$ cat config.mk
export PLATFORM = sky130hd
export DESIGN_NAME = bitserial_word_buf
export DESIGN_NICKNAME = d
export VERILOG_FILES = /design/src/rtl/bswb_pkg.sv /design/src/rtl/bswb_ram.sv /design/src/rtl/bswb_ctrl.sv /design/src/rtl/bitserial_word_buf.sv
export SDC_FILE = /design/constraint.sdc
export NUM_CORES = 2
export LEC_CHECK = 0
export ABC_CLOCK_PERIOD_IN_PS = 3000
export BUFFER_PORTS_ARGS = -buffer_cell sky130_fd_sc_hd__buf_2
export CAP_MARGIN = 0
export CELL_PAD_IN_SITES_DETAIL_PLACEMENT = 0
export CELL_PAD_IN_SITES_GLOBAL_PLACEMENT = 2
export CORE_MARGIN = 1
export CORE_UTILIZATION = 50
export DETAILED_ROUTE_END_ITERATION = 10
export PLACE_DENSITY = 0.79
export SLEW_MARGIN = 20
export SYNTH_ARGS = -nofsm -noshare
export SYNTH_HDL_FRONTEND = slang
export SYNTH_SLANG_ARGS = --single-unit
$ cat constraint.sdc
create_clock -name clk -period 3 [get_ports clk]
set_input_delay 0.6 -clock clk [delete_from_list [all_inputs] [get_ports clk]]
set_output_delay 0.6 -clock clk [all_outputs]
set_load 0.01 [all_outputs]
$ cat src/rtl/bswb_pkg.sv
package bswb_pkg;

    typedef enum logic [1:0] {
        ST_IDLE  = 2'd0,
        ST_FETCH = 2'd1,
        ST_SHIFT = 2'd2
    } rd_state_e;

endpackage

$ cat src/rtl/bswb_ram.sv
module bswb_ram #(
    parameter int WIDTH = 10,
    parameter int DEPTH = 256,
    localparam int AW = (DEPTH > 1) ? $clog2(DEPTH) : 1
) (
    input  logic             clk,
    input  logic             we,
    input  logic [AW-1:0]    waddr,
    input  logic [WIDTH-1:0] wdata,
    input  logic             re,
    input  logic [AW-1:0]    raddr,
    output logic [WIDTH-1:0] rdata
);

    logic [WIDTH-1:0] mem [DEPTH];

    // Whole-word write, registered whole-word read (old data on collision).
    always_ff @(posedge clk) begin
        if (we) begin
            mem[waddr] <= wdata;
        end
        if (re) begin
            rdata <= mem[raddr];
        end
    end

endmodule

$ cat src/rtl/bswb_ctrl.sv
module bswb_ctrl #(
    parameter int WIDTH = 10,
    localparam int CW = (WIDTH > 1) ? $clog2(WIDTH) : 1
) (
    input  logic             clk,
    input  logic             rst,
    input  logic             start,
    input  logic [WIDTH-1:0] word_in,
    output logic             fetch_en,
    output logic             ser_bit,
    output logic             bit_valid,
    output logic             busy,
    output logic             done
);
    import bswb_pkg::*;

    typedef struct packed {
        rd_state_e        state;
        logic [WIDTH-1:0] shreg;
        logic [CW-1:0]    cnt;
        logic             done;
    } ctrl_t;

    localparam logic [CW-1:0] LAST = CW'(WIDTH - 1);

    ctrl_t st_d, st_q;

    always_comb begin
        st_d      = st_q;
        st_d.done = 1'b0;
        fetch_en  = 1'b0;
        case (st_q.state)
            ST_IDLE: begin
                if (start) begin
                    fetch_en   = 1'b1;
                    st_d.state = ST_FETCH;
                end
            end
            ST_FETCH: begin
                st_d.shreg = word_in;
                st_d.cnt   = '0;
                st_d.state = ST_SHIFT;
            end
            ST_SHIFT: begin
                st_d.shreg = {1'b0, st_q.shreg[WIDTH-1:1]};
                if (st_q.cnt == LAST) begin
                    st_d.state = ST_IDLE;
                    st_d.done  = 1'b1;
                end else begin
                    st_d.cnt = st_q.cnt + 1'b1;
                end
            end
            default: st_d.state = ST_IDLE;
        endcase
    end

    always_ff @(posedge clk) begin
        if (rst) begin
            st_q <= '{state: ST_IDLE, shreg: '0, cnt: '0, done: 1'b0};
        end else begin
            st_q <= st_d;
        end
    end

    assign ser_bit   = st_q.shreg[0];
    assign bit_valid = (st_q.state == ST_SHIFT);
    assign busy      = (st_q.state != ST_IDLE);
    assign done      = st_q.done;

endmodule

$ cat src/rtl/bitserial_word_buf.sv
module bitserial_word_buf #(
    parameter int WIDTH = 10,
    parameter int DEPTH = 256,
    localparam int AW = (DEPTH > 1) ? $clog2(DEPTH) : 1
) (
    input  logic             clk,
    input  logic             rst,
    input  logic             wr_en,
    input  logic [AW-1:0]    wr_addr,
    input  logic [WIDTH-1:0] wr_data,
    input  logic             rd_start,
    input  logic [AW-1:0]    rd_addr,
    output logic             ser_bit,
    output logic             bit_valid,
    output logic             busy,
    output logic             done
);

    logic             fetch_en;
    logic [WIDTH-1:0] fetch_word;

    bswb_ram #(.WIDTH(WIDTH), .DEPTH(DEPTH)) u_ram (
        .clk   (clk),
        .we    (wr_en),
        .waddr (wr_addr),
        .wdata (wr_data),
        .re    (fetch_en),
        .raddr (rd_addr),
        .rdata (fetch_word)
    );

    bswb_ctrl #(.WIDTH(WIDTH)) u_ctrl (
        .clk       (clk),
        .rst       (rst),
        .start     (rd_start),
        .word_in   (fetch_word),
        .fetch_en  (fetch_en),
        .ser_bit   (ser_bit),
        .bit_valid (bit_valid),
        .busy      (busy),
        .done      (done)
    );

endmodule

==> summary.md <==
| Metric | Value |
|---|---|
| I/O pins | 34 |
| Share of synthesized registers carrying an async set or reset | 0% |
| Pwr Total | 77.33 mW |
| Final hold vios | 0 |
| Clock slew at reported path FFs | 0.06 ns |
| Share of total power in the clock network | 42.3% |
| Die W | 450.1 um |
| CTS root buf | clkbuf_16 |
| Largest family of logic cells by synthesized area | multiplexers |
| R2R Setup Slk | 0.07 ns |
| Syn Nets | 4787 |
| Reg-to-reg critical path endpoint | u_ram.rdata[6] |
| F_max | 341.7 MHz |
| WL/cell | 31.24 um |
| Die Y | 450.1 um |
| Num rows | 164 |
| # setup viols final | 0 |
| WP data required | 3.63 ns |
| RSZ-0062 raised after global routing | false |
| Syn avg cell area | 21.13 sq um |
| Vias in the first global route | 52030 |
| Post-synthesis xor/xnor area fraction | 0.008724% |
| Pins Over Slew Limit | 0 |
| Crit-path max FO | 1 |
| Dpl cells | 7931 |
| DR vias | 52130 |
| Total of max-cap violations | 0 |
| Most frequent cells in the layout | edfxtp_1 (2570), buf_4 (673), mux4_2 (543) |
| Detail Route Antenna Nets | 0 |
| Core region area | 199700 sq um |
| Post-CTS Setup Inserts | 0 |
| Die area | 202600 sq um |
| # H-tree levels | 5 |
| Cells on Worst Hold Path | 1 |
| DR iter-0 viols | 6632 |
| Initial DRT Pass Iterations | 8 |
| Yosys top cell area share | 76.87% |
| Sequential Power Share | 51.7% |
| Worst setup SP type | flip-flop |
| FF-to-FF Start | u_ram.mem[72][6] |
| Vias per Instance | 6.191 |
| Post-DP HPWL | 169.5 mm |
| Largest net degree at the start of global routing | 93 |
| Final min period | 2.927 ns |
| Area contributors post-synth | edfxtp_1 (77%), mux4_2 (12%), mux2i_1 (3.0%) |
| Layout Skew | 0.04539 ns |
| Post-synthesis mux area share | 15.27% |
| Comb power frac | 5.9% |
| Sw frac | 21.13% |
| Max Root-Sink Buffers | 4 |
| Initial antenna violation count | 20 |
| CTS tree | done |
| Yosys reg bits | 2587 |
| IO buf count | 33 |
| Num Clock Sinks | 2587 |
| Status | completed |
| Area grow syn2layout | 17.70% |
| Post-synthesis adder-cell area fraction | 0.07478% |
| Peak VDD IR | 601.2 uV |
| CTS buffer count | 283 |
| Starting Density | 50.28% |
| Fin cells | 8420 |
| Total grt overflow | 0 |
| YS warnings | 0 |
| Slew @ Worst Pin | 1.169 ns |
| Worst Setup End Kind | flip-flop |
| Area leader, netlist | edfxtp_1 |
| Cells on worst reg2reg path | 7 |
| CP Launch Point | u_ram.mem[72][6] |
| First-pass GRT wire length | 376.6 mm |
| Clk Latency, worst-skew pair | 0.92 ns |
| Slew Limit Headroom | 21.58% |
| P_leak | 38.75 nW |
| Synth Flop Type | edfxtp_1 |
| GRT Total Usage | 26.04% |
| Simple-gate share of the synthesized area | 2.493% |
| GP Congestion | 0.8873 |
| Switching pwr | 16.34 mW |
| Share of layout cells above drive strength 1 | 30.39% |
| Cell Area, Synth | 100400 sq um |
| Cell Int Power | 60.99 mW |
| Compound-Gate Fraction of Synth Area | 3.121% |
| Post-Route WL | 263.0 mm |
| Post-route worst setup slack | 0.07318 ns |
| Number of synthesized flops with an enable pin | 2570 |
| PwrDens | 654.4 nW/um^2 |
| Placed inst area | 109500 sq um |
| Commonest non-fill, non-tap cell in the layout | edfxtp_1 |
| Nets | 5596 |
| Final routed DRC violation total | 0 |
| Worst Hold Class | in -> reg |
| Type of the worst setup path | reg -> reg |
| Mapped Cells | 4751 |
| DP Worst Slack | -0.9456 ns |
| Hold buffer count at CTS | 0 |
| Setup crit end | u_ram.rdata[6] |
| Fin area | 118200 sq um |
| CP arrival | 3.56 ns |
| Sequential area share after synthesis | 77.21% |
| Period utilization | 97.56% |
| Distinct cells, synth | 60 |
[synth_stat cells, types with 6 or more instances]
| cell | n |
|---|---|
| a21oi_1 | 112 |
| a2111oi_0 | 6 |
| buf_6 | 38 |
| mux2i_1 | 304 |
| edfxtp_1 | 2570 |
| o221ai_1 | 104 |
| o22ai_1 | 61 |
| and3_1 | 10 |
| a221oi_1 | 14 |
| buf_4 | 40 |
| nor3_1 | 57 |
| nor2b_1 | 12 |
| or3_1 | 9 |
| mux4_2 | 543 |
| a22o_1 | 10 |
| nand4_1 | 11 |
| ha_1 | 6 |
| buf_2 | 47 |
| clkbuf_1 | 133 |
| inv_1 | 6 |
| dfxtp_1 | 17 |
| nand2b_1 | 7 |
| o21ai_0 | 15 |
| a211oi_1 | 33 |
| nand3_1 | 26 |
| nor4_1 | 11 |
| buf_1 | 17 |
| nand2_1 | 91 |
| buf_8 | 17 |
| nor2_1 | 300 |
| a22oi_1 | 39 |
| o211ai_1 | 6 |
[power groups by stage]
stage	clock, mW	combinational, mW	sequential, mW
detailed placement	0	4.58	40.7
floorplan	0	2.22	40.7
global route	34.6	4.82	40.0
finish	32.7	4.59	40.0
CTS	33.3	4.60	40.0
global placement	0	4.52	40.7
[sequential cells by signal, summed over array words and instances, names as in the netlist]
register        cells
u_ctrl.st_q        15
u_ctrl.done         1
u_ctrl.ser_bit      1
u_ram.mem        2560
u_ram.rdata        10
[what timing repair did]
item                       4_1_cts  5_1_grt
resized for setup                5        1
gates cloned                     0        0
setup endpoints to repair        3        1
[area by class of cell]
type	count	area (sq um)
timing repair buffer	817	7577
multi-input combinational	1863	21100
clock inverter	127	1097
tap	2656	3323
sequential	2587	77510
inverter	8	33.78
antenna	8	20.02
fill	14140	81490
clock buffer	354	7497
[worst max-delay path: stages (launching register included)]
cell and delay (ns):
edfxtp_1 0.37, mux4_2 0.46, mux2i_1 0.26, nor3_1 0.07, or4_1 0.54, buf_4 0.17
nor3_1 0.66, nor4_2 0.11
[metal layers]
metal | GRT usage [%] | wire length [um] | share of wire (%)
met1 | 37.19 | 106100 | 40
met2 | 41.36 | 127100 | 48
met3 | 4.865 | 22870 | 8.7
met4 | 7.276 | 6896 | 2.6
met5 | 0 | 24 | 0.0091
[worst min-delay path by stage]
stage | startpoint | to | slack [ns]
finish | wr_data[4] | u_ram.mem[120][4] | 0.10
global route | wr_data[4] | u_ram.mem[120][4] | 0.08
global placement | u_ctrl.st_q[14] | u_ctrl.st_q[14] | 0.45
CTS | rst | u_ctrl.st_q[2] | 0.05
floorplan | u_ctrl.st_q[14] | u_ctrl.st_q[14] | 0.45
detailed placement | u_ctrl.st_q[14] | u_ctrl.st_q[14] | 0.47
[kinds of logic after synthesis]
family,Yosys count
flops,2587
mux,852
simple gates,563
compound gates,441
buf+inv,301
fa+ha+maj,6
xor+xnor,1
[stage by stage]
stage	setup TNS, ns	hold slack (ns)	utilization [%]
5_1_grt	0	0.07884	59.18
3_3_place_gp	-7.096	0.4550	54.85
3_5_place_dp	-6.806	0.4694	54.86
2_1_floorplan	0	0.4459	-
6_report	0	0.1039	59.18
4_1_cts	0	0.04644	59.17
(Power assumes the default switching activity.)
